==> config.mk <==
export PLATFORM = sky130hd
export DESIGN_NAME = flash_pe_seq
export DESIGN_NICKNAME = d
export VERILOG_FILES = /design/src/rtl/flash_pe_seq.sv
export SDC_FILE = /design/constraint.sdc
export NUM_CORES = 1
export LEC_CHECK = 0
export ABC_AREA = 0
export BUFFER_PORTS_ARGS = -buffer_cell sky130_fd_sc_hd__buf_2
export CAP_MARGIN = 20
export CORE_UTILIZATION = 58
export DETAILED_ROUTE_END_ITERATION = 6
export PLACE_DENSITY_LB_ADDON = 0.12
export SYNTH_ARGS = -nofsm -noshare
export SYNTH_HDL_FRONTEND = slang
export SYNTH_SLANG_ARGS = --single-unit
export TNS_END_PERCENT = 50
==> constraint.sdc <==
create_clock -name clk -period 4.2 [get_ports clk]
set_input_delay 0.84 -clock clk [delete_from_list [all_inputs] [get_ports clk]]
set_output_delay 0.84 -clock clk [all_outputs]
set_load 0.005 [all_outputs]
==> src/rtl/flash_pe_seq.sv <==
module flash_pe_seq #(
  parameter int PAGE_BYTES = 256,
  parameter int WIP_BIT    = 0,
  parameter int WEL_BIT    = 1,
  parameter int CS_GAP     = 1,
  parameter int POLL_MAX   = 1024,
  parameter int SECT_SIZE  = 4096,
  parameter int BLK32_SIZE = 32768,
  parameter int BLK64_SIZE = 65536,
  parameter bit CHIP_EN    = 1'b1,
  localparam int LW = $clog2(PAGE_BYTES + 1)
) (
  input  logic          clk,
  input  logic          rst_n,
  input  logic          start,
  input  logic [2:0]    cmd,
  input  logic [23:0]   addr,
  input  logic [LW-1:0] len,
  input  logic [7:0]    wr_data,
  output logic          wr_req,
  output logic          done,
  output logic          err,
  output logic          busy,
  output logic          sck,
  output logic          cs_n,
  output logic          mosi,
  input  logic          miso
);
  localparam int PW = $clog2(PAGE_BYTES);
  localparam int GW = $clog2(2 * CS_GAP + 1);
  localparam int CW = $clog2(POLL_MAX + 1);
  localparam logic [LW:0] PAGE_L = (LW+1)'(PAGE_BYTES);

  typedef enum logic [1:0] {S_IDLE, S_XFER, S_GAP} st_t;
  typedef enum logic [1:0] {P_WREN, P_WEL, P_CMD, P_POLL} step_t;

  st_t           st;
  step_t         step;
  logic          ph;
  logic [2:0]    bitc;
  logic [7:0]    sh;
  logic [23:0]   hdr, caddr;
  logic [1:0]    hleft;
  logic [LW-1:0] dleft, clen;
  logic [2:0]    ccmd;
  logic          wel_f, wip_f;
  logic [GW-1:0] gcnt;
  logic [CW-1:0] pcnt;
  logic [LW:0]   span;
  logic          bad;

  function automatic logic [7:0] op_of(input logic [2:0] c);
    case (c)
      3'd0:    return 8'h02;
      3'd1:    return 8'h20;
      3'd2:    return 8'h52;
      3'd3:    return 8'hD8;
      default: return 8'hC7;
    endcase
  endfunction

  assign span = (LW+1)'(addr[PW-1:0]) + {1'b0, len};

  always_comb
    case (cmd)
      3'd0:    bad = (len == '0) || (span > PAGE_L);
      3'd1:    bad = (SECT_SIZE == 0);
      3'd2:    bad = (BLK32_SIZE == 0);
      3'd3:    bad = (BLK64_SIZE == 0);
      3'd4:    bad = !CHIP_EN;
      default: bad = 1'b1;
    endcase

  assign busy   = (st != S_IDLE);
  assign cs_n   = (st != S_XFER);
  assign sck    = (st == S_XFER) && ph;
  assign mosi   = (st == S_XFER) && sh[7];
  assign wr_req = (st == S_XFER) && ph && (bitc == 3'd7) && (hleft == 2'd0) && (dleft != '0);

  always_ff @(posedge clk) begin
    if (!rst_n) begin
      st <= S_IDLE; step <= P_WREN; ph <= 1'b0; bitc <= '0; sh <= '0;
      hdr <= '0; caddr <= '0; hleft <= '0; dleft <= '0; clen <= '0; ccmd <= '0;
      wel_f <= 1'b0; wip_f <= 1'b0; gcnt <= '0; pcnt <= '0;
      done <= 1'b0; err <= 1'b0;
    end else begin
      done <= 1'b0;
      err  <= 1'b0;
      case (st)
        S_IDLE:
          if (start) begin
            if (bad) begin
              done <= 1'b1;
              err  <= 1'b1;
            end else begin
              ccmd <= cmd; caddr <= addr; clen <= len;
              st <= S_XFER; step <= P_WREN; ph <= 1'b0; bitc <= '0;
              sh <= 8'h06; hleft <= 2'd0; dleft <= '0;
            end
          end
        S_XFER:
          if (!ph) ph <= 1'b1;
          else begin
            ph <= 1'b0;
            if (bitc == 3'(7 - WEL_BIT)) wel_f <= miso;
            if (bitc == 3'(7 - WIP_BIT)) wip_f <= miso;
            if (bitc != 3'd7) begin
              bitc <= bitc + 3'd1;
              sh   <= {sh[6:0], 1'b0};
            end else begin
              bitc <= '0;
              if (hleft != 2'd0) begin
                sh    <= hdr[23:16];
                hdr   <= {hdr[15:0], 8'h00};
                hleft <= hleft - 2'd1;
              end else if (dleft != '0) begin
                sh    <= wr_data;
                dleft <= dleft - 1'b1;
              end else begin
                st   <= S_GAP;
                gcnt <= GW'(2 * CS_GAP - 1);
              end
            end
          end
        default:
          if (gcnt != '0) gcnt <= gcnt - 1'b1;
          else begin
            st <= S_XFER; ph <= 1'b0; bitc <= '0;
            sh <= 8'h05; hdr <= '0; hleft <= 2'd1; dleft <= '0;
            case (step)
              P_WREN: step <= P_WEL;
              P_WEL:
                if (!wel_f) begin
                  st <= S_IDLE; done <= 1'b1; err <= 1'b1;
                end else begin
                  step  <= P_CMD;
                  sh    <= op_of(ccmd);
                  hdr   <= caddr;
                  hleft <= (ccmd == 3'd4) ? 2'd0 : 2'd3;
                  dleft <= (ccmd == 3'd0) ? clen : '0;
                end
              P_CMD: begin
                step <= P_POLL;
                pcnt <= CW'(1);
              end
              default:
                if (!wip_f) begin
                  st <= S_IDLE; done <= 1'b1;
                end else if (pcnt == CW'(POLL_MAX)) begin
                  st <= S_IDLE; done <= 1'b1; err <= 1'b1;
                end else pcnt <= pcnt + 1'b1;
            endcase
          end
      endcase
    end
  end
endmodule

=== After elaboration in Yosys (flattened, before gate mapping) ===
Cells that the tools add are included.
W data, S select, Z words.

* Register bits: 104
* Input port bits: 48
* Output and inout bits: 7
* Word-level logic and storage cells: 184

* $add $sub $neg: 6
* Order comparisons: 1
* Equality and inequality tests: 30
* Multiplexer cells: 88
* Bitwise gates (word level): 6
* Reductions and logical operators: 36

{| class="wikitable"
|+ Operator list
! kind !! number
|-
| $mux W24 || 6
|-
| $mux W9 || 10
|-
| $mux W8 || 9
|-
| $pmux W24 S2 || 1
|-
| $mux W2 || 23
|-
| $pmux W8 S4 || 1
|-
| $mux W11 || 2
|-
| $pmux W11 S2 || 1
|-
| $pmux W9 S2 || 1
|-
| $reduce_and A6 Y1 || 3
|-
| $pmux W2 S2 || 4
|-
| $pmux W8 S2 || 1
|-
| $mux W1 || 15
|-
| $mux W3 || 5
|-
| $reduce_and A5 Y1 || 3
|-
| $ne A2 B2 Y1 const B || 7
|-
| $pmux W1 S2 || 7
|-
| $reduce_and A7 Y1 || 2
|-
| $eq A3 B2 Y1 const B || 4
|-
| $eq A3 B3 Y1 const B || 4
|-
| $reduce_and A3 Y1 || 4
|-
| $add A11 B1 Y11 const B || 1
|-
| $eq A11 B11 Y1 const B || 1
|-
| $add A8 B9 Y10 || 1
|-
| 25 further kinds || 51
|}

=== Logic depth before layout (Yosys ltp) ===
Gate-level depths: netlist of the first run.

* Depth in word-level cells: 7
* Gate-level depth with buffers: 13
* Gate-level depth less buffers: 11

=== Worst setup path before layout of the first run ===
No wires, ideal clock.

* Path type: input port to flip-flop
* Start: in addr[0]
* End: reg caddr[10]
* Setup time: 0.128 ns
* Data arrival time: 3.154 ns
* Data required time: 4.072 ns
* Setup slack: 0.918 ns
* Stages: 13
* Path through: ha_1 -> inv_1 -> fa_1 -> nand2b_1 -> a211oi_2 -> a31oi_1 -> and3_1 -> or3_4 -> a21bo_4 -> buf_6 -> buf_6 -> mux2i_1 -> nor2_1

* Longest elaborated chain between the ends: 6

{| class="wikitable"
|+ RTL lines
! element !! RTL line !! source
|-
| start, declared || 17 || <nowiki>input logic [23:0] addr,</nowiki>
|-
| $add A8 B9 Y10 || 62 || <nowiki>assign span = (LW+1)'(addr[PW-1:0]) + {1'b0, len};</nowiki>
|-
| $gt A10 B9 Y1 || 66 || <nowiki>3'd0: bad = (len == '0) || (span > PAGE_L);</nowiki>
|-
| $logic_or A1 B1 Y1 || 66 ||
|-
| $pmux W1 S2 || 65 || <nowiki>case (cmd)</nowiki>
|-
| $not A1 Y1 (no source line) || - ||
|-
| $reduce_and A3 Y1 (no source line) || - ||
|-
| end signal, assigned || 96 || <nowiki>ccmd <= cmd; caddr <= addr; clen <= len;</nowiki>
|-
| end, declared || 42 || <nowiki>logic [23:0] hdr, caddr;</nowiki>
|}

Every way passes these cells.
A chain may end at the register's enable or synchronous reset.

=== Worst setup path in the final report of the first run ===
* Start: reg bitc[0]
* End: out wr_req

* Longest elaborated chain between the ends: 4

{| class="wikitable"
|+ RTL lines
! element !! RTL line !! source
|-
| start, declared || 40 || <nowiki>logic [2:0] bitc;</nowiki>
|-
| start signal, assigned || 108 || <nowiki>bitc <= bitc + 3'd1;</nowiki>
|-
| $eq A3 B3 Y1 || 78 || <nowiki>assign wr_req = (st == S_XFER) && ph && (bitc == 3'd7) && (hleft == 2'd0) && (dleft != '0);</nowiki>
|-
| $logic_and A1 B1 Y1 (3 in a row) || 78 ||
|-
| end, declared || 20 || <nowiki>output logic wr_req,</nowiki>
|}

Every way passes these cells.

==> results of run 1 <==
## sequential cells by signal, summed over array words and instances, names as in the netlist, 3 cells and up
name	cells
bitc	3
caddr	24
ccmd	3
clen	9
dleft	9
hdr	24
pcnt	11
sh	8
## cell families after synthesis
logic type / Yosys count / share of synthesized area
AO/OA/AOI/OAI: 144 / 0.186
XOR/XNOR: 10 / 0.0166
AND/OR/NAND/NOR: 235 / 0.211
buffers and inverters: 58 / 0.0487
multiplexers: 47 / 0.0895
flip-flops: 104 / 0.395
adder cells (fa/ha/maj): 22 / 0.0536
## placed cells by master, fill, tap and decap left out, drive strengths merged, types with 3 or more instances in the layout
master,count
nand3,11
a221oi,17
and2,6
nor2b,6
and3,5
a22oi,13
xor2,7
mux2i,46
clkbuf,9
ha,21
dfxtp,104
a211oi,6
nor3,26
o21ai,17
inv,28
o211ai,3
a21oi,54
nor2,109
a311oi,8
nand3b,5
nand2,34
buf,57
a31oi,7
or3,7
or4,4
xnor2,3
nor4,7
nand2b,7
nand4,4
## worst max-delay path: stages, from the launching register on
cell,delay (ns)
sky130_fd_sc_hd__dfxtp_1,0.38
sky130_fd_sc_hd__ha_1,0.16
sky130_fd_sc_hd__ha_1,0.63
sky130_fd_sc_hd__nand2_1,0.20
sky130_fd_sc_hd__nor2_1,0.48
sky130_fd_sc_hd__and2_1,0.23
sky130_fd_sc_hd__buf_2,0.11
## metal layers
metal / track usage / share of wire / wire (µm)
met1: 0.350 / 0.47 / 5560
met2: 0.451 / 0.48 / 5730
met3: 0.0590 / 0.043 / 518
met4: 0.0645 / 0.012 / 146
met5: 0 / 0 / 0
## power breakdown
group,leakage (nW),switching [mW],internal (mW)
clock network,0.0970,0.379,0.234
logic,1.50,0.202,0.145
registers,0.845,0.0352,1.03
## per-stage QoR
| stage | worst slack, ns | instances | power, mW | hold WS, ns |
|---|---|---|---|---|
| after global placement | 0.567 | 751 | 1.42 | 0.424 |
| after floorplan | 0.918 | 620 | 1.34 | 0.411 |
| after global routing | 0.551 | 767 | 2.12 | 0.495 |
| after detailed placement | 0.441 | 751 | 1.43 | 0.431 |
| final | 0.794 | 767 | 2.03 | 0.452 |
| after CTS | 0.805 | 767 | 2.04 | 0.447 |
## layout make-up
class | count | share of cell area
clock inverters | 7 | 0.0127
well taps | 108 | 0.0236
repair buffers | 57 | 0.0511
inverters | 24 | 0.0157
multi-input cells | 458 | 0.512
clock buffers | 9 | 0.0216
flip-flops and latches | 104 | 0.363
## worst max path at each step
stage | slack [ns] | cells after the start | start | endpoint
final | 0.79 | 6 | bitc[0] | wr_req
after global routing | 0.55 | 6 | bitc[0] | wr_req
after CTS | 0.81 | 6 | bitc[0] | wr_req
after detailed placement | 0.44 | 12 | len[0] | clen[6]
after global placement | 0.57 | 12 | len[0] | caddr[0]
after floorplan | 0.92 | 13 | addr[0] | caddr[10]
==> flow_summary.toml, run 1 <==
[logic_synthesis]
netlist_instances = 620
synth_seq_area_share = 0.395
postSynthRegisterBits = 104
yosysUniqueCellTypes = 58
synth_nets = 690
synth.top_cell.area_share = 0.395
synthDominantAreaCellType = "sky130_fd_sc_hd__dfxtp_1"
number_of_synthesized_flops_with_an_enable_pin = 0
synthMostInstantiatedCell = "sky130_fd_sc_hd__nor2_1"
post_synthesis_cell_area_mm2 = 0.00527
ys_top_cells_by_area = "sky130_fd_sc_hd__dfxtp_1 (39%), sky130_fd_sc_hd__mux2i_1 (8.7%), sky130_fd_sc_hd__nor2_1 (7.8%), sky130_fd_sc_hd__ha_1 (5.0%), sky130_fd_sc_hd__a21oi_1 (4.9%)"
yosys_warnings = 0
synth_commonest_cells = "sky130_fd_sc_hd__nor2_1 (109), sky130_fd_sc_hd__dfxtp_1 (104), sky130_fd_sc_hd__a21oi_1 (52)"
synthesis.area_per_instance_um2 = 8.50
async_reset_ff_frac = 0
ys.flop_type = "sky130_fd_sc_hd__dfxtp_1"

[layout]
area_of_the_multi_input_gates_mm2 = 0.00294
finish.net_count = 724
layout.core_utilization = 0.654
fin_area_mm2 = 0.00573
regArea_mm2 = 0.00208
filler_cell_count = 777
syn_to_final_growth_pct = 8.73
drive_gt1_frac = 0.129
diodes = 0

[min_path]
holdPathEnd = "gcnt[0]"
timing.hold.worst.start = "gcnt[0]"
min_delay_path_depth = 1
min_path_type = "flip-flop to flip-flop"

[route]
vias_per_cell = 5.97
totalWireLength_mm = 11.9
drcViolationCount = 0
detail_route.first_pass.iterations = 5
route.detailed.wl_per_inst_um = 15.6
drtIter0Drc = 249
antenna_left = 0
routed-via-count = 4580

[global_routing]
first_global_vias = 4433
grt_max_degree = 49
grt_first_pass_wirelength_mm = 21.0
antenna_found_initial = 0
gr-total-overflow = 0
grt_use_total = 0.268

[worst_setup_path]
timing.critical_path.to_type = "primary output"
timing_worst_setup_path_type = "flip-flop to primary output"
crit_required_ns = 3.36
r2r_slack_ns = 1.53
crit_arrival_ns = 2.57
crit_fanout = 20
regToRegEndpoint = "hdr[17]"
ff2ff_path_depth = 7
crit_start_category = "flip-flop"
reg2reg_from = "bitc[0]"

[status]
outcome = "complete, no violations"

[timing]
drv_slew = 0
finClkSkew_ns = 0.0113
timing.slew.headroom = 0.296
fmax_mhz = 294
setup_viol_count_final = 0
tightestPinTransition_ns = 1.05
grt_setup_unrepaired = "no"
final.period_utilization = 0.811
final_hold_viol_count = 0
setup_total_negative_slack_ns = 0
post_route_minimum_period_ns = 3.41

[cts]
cts_root_buf = "sky130_fd_sc_hd__clkbuf_8"
clk_pin_slew_ns = 0.10
insertion_delay_ns = 0.38
max-clock-path-buffers = 2
ctsHtreeMaxLevel = 3
post-cts-setup-buffers = 0
tritoncts.num_buffers = 9
postCtsResizedCells = 0
postCtsHoldBufs = 0
cts_tree = "built"
cts.sinks = 104

[place]
gpl.final_weighted_congestion = 0.855
placement.cell_area_mm2 = 0.00554
dp_hpwl_mm = 8.67
port-buffer-count = 54

[floorplan]
die_width_um = 97.3
row_count = 34
start_util = 0.602
floorplan.die_area_mm2 = 0.00947
ios = 55
core_area_mm2 = 0.00876
dieHeight_um = 97.3

[run]
maxCapViolations = 0

[power]
power_density_mw_per_mm2 = 354
power_leakage_nw = 2.44
vdd_drop_max_mv = 0.200
Power figures use the tool's default switching activity.
==> inputs of run 2 (changes only) <==
CORE_UTILIZATION = 53   (was 58)
clock period = 3 ns   (was 4.2 ns; I/O delays follow)
==> run 2 against run 1 <==
Against the previous run:
- sequential share of layout area decreased by 1.8 points
- worst hold slack worse by 0.019 ns
- utilization decreased by 3.1 points
- final area up 5.2%
==> flow_summary.toml, run 2 (same netlist as run 1, synthesis figures left out) <==
[cts]
max-clock-path-buffers = 2
cts_tree = "built"
insertion_delay_ns = 0.39
ctsHtreeMaxLevel = 3
cts.sinks = 104
tritoncts.num_buffers = 9
cts_root_buf = "sky130_fd_sc_hd__clkbuf_8"
clk_pin_slew_ns = 0.11
post-cts-setup-buffers = 0

[worst_setup_path]
regToRegEndpoint = "sh[2]"
crit_start_category = "input port"
crit_arrival_ns = 3.07
crit_fanout = 20
reg2reg_from = "dleft[2]"
crit_required_ns = 3.30
critical_path.slowest_cell = "sky130_fd_sc_hd__fa_2"
ff2ff_path_depth = 6
timing_worst_setup_path_type = "input port to flip-flop"
timing.critical_path.to_type = "flip-flop"
r2r_slack_ns = 0.66
cp_cell_sequence = "buf_2 > ha_1 > inv_1 > fa_2 > nand2b_4 > a211oi_2 > a31oi_1 > and3_1 > o31a_1 > a21oi_4 > buf_12 > a21oi_1 > a311oi_2"
crit_path_largest_cell_delay_ns = 0.34

[timing]
fmax_mhz = 361
final_hold_viol_count = 0
setup_viol_count_final = 0
drv_slew = 0
finClkSkew_ns = 0.0158
tightestPinTransition_ns = 0.847
grt_setup_unrepaired = "no"
final.period_utilization = 0.923
setup_total_negative_slack_ns = 0
worst_case_hold_slack_ns = 0.433
timing.slew.headroom = 0.435
post_route_minimum_period_ns = 2.77

[route]
route.layer.met1.wl_mm = 5.43
met2WireLength_mm = 5.96
detail_route.first_pass.iterations = 5
drtIter0Drc = 153
totalWireLength_mm = 12.2
vias_per_cell = 5.70
routed-via-count = 4661
antenna_left = 0
met3_wirelength_um = 623
route.detailed.wl_per_inst_um = 14.9
drcViolationCount = 0
top_signal_layer_used = "met4"

[place]
numPlacedInstances = 802
placement.cell_area_mm2 = 0.00581
gpl.final_weighted_congestion = 0.844
port-buffer-count = 54
dp_hpwl_mm = 8.84

[layout]
area_of_the_multi_input_gates_mm2 = 0.00296
regArea_mm2 = 0.00208
layout.core_utilization = 0.623
syn_to_final_growth_pct = 14.4
filler_cell_count = 862
drive_gt1_frac = 0.168
finish.net_count = 750
largest_registers = "caddr (24), hdr (24), pcnt (11)"
commonest_non_fill_non_tap_cells_in_the_layout = "sky130_fd_sc_hd__nor2_1 (109), sky130_fd_sc_hd__dfxtp_1 (104), sky130_fd_sc_hd__buf_2 (54)"
fin_area_mm2 = 0.00603
most_common_cell_after_layout_fill_and_taps_aside = "sky130_fd_sc_hd__nor2_1"
final_cell_count_no_fill = 818
diodes = 0

[floorplan]
start_util = 0.544
dieHeight_um = 102
ios = 55
row_count = 36
die_width_um = 102
floorplan.die_area_mm2 = 0.0103
core_area_mm2 = 0.00968

[global_routing]
grt_max_degree = 55
gr-total-overflow = 0
first_global_vias = 4240
grt_first_pass_wirelength_mm = 20.4
grt_use_total = 0.254
antenna_found_initial = 0

[power]
power_leakage_nw = 2.60
power_density_mw_per_mm2 = 490
vdd_drop_max_mv = 0.388

[status]
outcome = "complete, no violations"

[min_path]
timing.hold.worst.start = "addr[17]"
holdPathEnd = "caddr[17]"
min_delay_path_depth = 3
min_path_type = "input port to flip-flop"

[run]
maxCapViolations = 0
run 2: cell count changes in the layout (fill, tap and decap cells not counted), sizes merged:
cell and change:
clkinv -1, bufinv +1, buf +26
run 2: power breakdown:
group / internal [mW] / switching (mW)
Sequential: 1.44 / 0.0500
Clock: 0.405 / 0.525
Combinational: 0.243 / 0.290
run 2: worst max-delay path, delay by kind of cell:
kind | cells | cell delay (ns)
buffers and inverters | 3 | 0.31
AND/OR/NAND/NOR | 2 | 0.33
AO/OA/AOI/OAI | 6 | 1.31
adder cells (fa/ha/maj) | 2 | 0.51
run 2: how the worst max path moves through the flow:
stage          startpoint   endpoint  cells after the start
6_report          addr[0]      sh[5]                     13
5_1_grt            len[0]   dleft[4]                     13
4_1_cts          dleft[2]     wr_req                      7
3_5_place_dp      addr[0]    clen[1]                     13
3_3_place_gp      addr[0]    clen[3]                     13
2_1_floorplan     addr[0]  caddr[10]                     13
run 2: stage by stage:
stage          total power, mW  worst slack, ns
2_1_floorplan             1.88           0.0300
3_3_place_gp              2.03           -0.111
3_5_place_dp              2.05           -0.164
4_1_cts                   2.97            0.198
5_1_grt                   3.10           0.0517
6_report                  2.96            0.231
run 2: final cells by class:
class                           instances  share of cell area
Sequential cell                       104               0.345
Inverter                               24              0.0149
Clock buffer                            9              0.0205
Tap cell                              133              0.0276
Multi-Input combinational cell        458               0.490
Timing Repair Buffer                   83              0.0871
Clock inverter                          7              0.0141
run 2: layer usage:
metal | track usage | vias up
met3 | 0.0490 | 15
met1 | 0.332 | 2194
met4 | 0.0780 | 0
met2 | 0.424 | 106
met5 | 0 | -
li1 | - | 2346
run 2: repair_timing:
action | CTS | global route
gates resized for setup | 0 | 2
hold buffers | 0 | 0
setup endpoints to repair | 0 | 2
==> inputs of run 3 (changes only) <==
BUFFER_PORTS_ARGS = not set   (was -buffer_cell sky130_fd_sc_hd__buf_2)
CORE_UTILIZATION = 57   (was 53)
DONT_BUFFER_PORTS = 1   (was not set)
SKIP_LAST_GASP = 1   (was not set)
==> run 3 against run 2 <==
Against the previous run:
- via count is 4.6% lower
- worst hold slack worse by 0.071 ns
- clock skew is 0.0072 ns higher
- clock-buffer cell count stayed put
- clock power is 5.3% lower
- utilization is 1.4 points higher
- final area is 6.6% lower
- die area is 6.9% lower
- routed wire length is 0.87% lower
- combinational power is 13% lower
- register-to-register slack worse by 0.12 ns
==> flow_summary.toml, run 3 (same netlist as run 1, synthesis figures left out) <==
[status]
outcome = "complete, no violations"

[route]
route.detailed.wl_per_inst_um = 16.5
drtIter0Drc = 233
routed-via-count = 4448
drcViolationCount = 0
vias_per_cell = 6.09
antenna_left = 0
detail_route.first_pass.iterations = 5
totalWireLength_mm = 12.1

[worst_setup_path]
timing_worst_setup_path_type = "input port to flip-flop"
crit_fanout = 20
crit_arrival_ns = 3.02
crit_required_ns = 3.29
crit_start_category = "input port"
r2r_slack_ns = 0.54
timing.critical_path.to_type = "flip-flop"

[run]
maxCapViolations = 0

[timing]
final_hold_viol_count = 0
timing.slew.headroom = 0.440
drv_slew = 0
finClkSkew_ns = 0.0230
setup_total_negative_slack_ns = 0
final.period_utilization = 0.910
grt_setup_unrepaired = "no"
fmax_mhz = 366
post_route_minimum_period_ns = 2.73
worst_case_hold_slack_ns = 0.362
setup_viol_count_final = 0
tightestPinTransition_ns = 0.839
layout_setup_ws_ns = 0.270

[floorplan]
die_width_um = 98.2
ios = 55
row_count = 34
core_area_mm2 = 0.00885
dieHeight_um = 98.2
floorplan.die_area_mm2 = 0.00964
start_util = 0.596

[power]
power.share.sequential = 0.526
intPower_mw = 1.98
fin_total_pwr_mw = 2.84
comb_power_share = 0.164
power_leakage_nw = 2.32
switching_share = 0.304
netSwitchingPower_mw = 0.863
power_density_mw_per_mm2 = 505
clock_group_share_of_total_power = 0.310
vdd_drop_max_mv = 0.300

[global_routing]
first_global_vias = 4317
grt_max_degree = 47
grt_busiest_layer = "met2"
antenna_found_initial = 0
grtUsageMet2 = 0.452
gr-usage-met1 = 0.333
m3_gr_usage = 0.0644
gr-total-overflow = 0
grt_use_total = 0.262
grt_first_pass_wirelength_mm = 20.6

[layout]
most_common_cell_after_layout_fill_and_taps_aside = "sky130_fd_sc_hd__nor2_1"
drive_gt1_frac = 0.0804
final_cell_count_no_fill = 730
commonest_non_fill_non_tap_cells_in_the_layout = "sky130_fd_sc_hd__nor2_1 (109), sky130_fd_sc_hd__dfxtp_1 (104), sky130_fd_sc_hd__a21oi_1 (52)"
syn_to_final_growth_pct = 6.84
diodes = 0
finish.net_count = 687
layout.core_utilization = 0.636
fin_area_mm2 = 0.00563
largest_registers = "caddr (24), hdr (24), pcnt (11)"

[cts]
post-cts-setup-buffers = 0
postCtsResizedCells = 0
tritoncts.num_buffers = 9
max-clock-path-buffers = 2
insertion_delay_ns = 0.38
cts_tree = "built"
cts.sinks = 104
ctsHtreeMaxLevel = 3
cts_root_buf = "sky130_fd_sc_hd__clkbuf_8"
clk_pin_slew_ns = 0.12
postCtsHoldBufs = 0

[place]
placement.cell_area_mm2 = 0.00543
numPlacedInstances = 714
port-buffer-count = 0
place_ws_ns = -0.118
gpl.final_weighted_congestion = 0.867
dp_hpwl_mm = 8.76

[min_path]
min_path_type = "input port to flip-flop"
[run 3: per-layer routing]
metal | wire length [µm] | up-vias
met5 | 0 | -
met4 | 74 | 0
met3 | 690 | 6
met2 | 5980 | 110
met1 | 5320 | 2112
li1 | - | 2220
[run 3: critical path, stage by stage]
cell	delay [ns]
sky130_fd_sc_hd__ha_1	0.15
sky130_fd_sc_hd__inv_1	0.06
sky130_fd_sc_hd__fa_2	0.34
sky130_fd_sc_hd__nand2b_4	0.16
sky130_fd_sc_hd__a211oi_2	0.32
sky130_fd_sc_hd__a31oi_1	0.16
sky130_fd_sc_hd__and3_1	0.18
sky130_fd_sc_hd__o31a_1	0.31
sky130_fd_sc_hd__a21oi_4	0.19
sky130_fd_sc_hd__buf_12	0.16
sky130_fd_sc_hd__nand3_1	0.19
sky130_fd_sc_hd__a22oi_1	0.20
[run 3: area by class of cell]
class                           instances  area (µm²)
Clock inverter                          7        80.1
Sequential cell                       104        2080
Inverter                               24        90.1
Clock buffer                            9         124
Tap cell                              108         135
Multi-Input combinational cell        458        2950
Timing Repair Buffer                   20         175
Fill cell                             780        3220
[run 3: path summary, 6_finish.rpt]
kind	startpoint	to	cells past startpoint
max reg2reg	dleft[2]	sh[1]	6
min reg2reg	gcnt[0]	gcnt[0]	1
min	addr[17]	caddr[17]	2
max	addr[0]	dleft[1]	12
[run 3: power by group through the flow]
stage	Clock, mW	Sequential (mW)	Combinational [mW]
6_report	0.881	1.49	0.466
5_1_grt	0.951	1.50	0.518
4_1_cts	0.898	1.49	0.464
2_1_floorplan	0	1.51	0.378
3_5_place_dp	0	1.53	0.460
3_3_place_gp	0	1.52	0.449
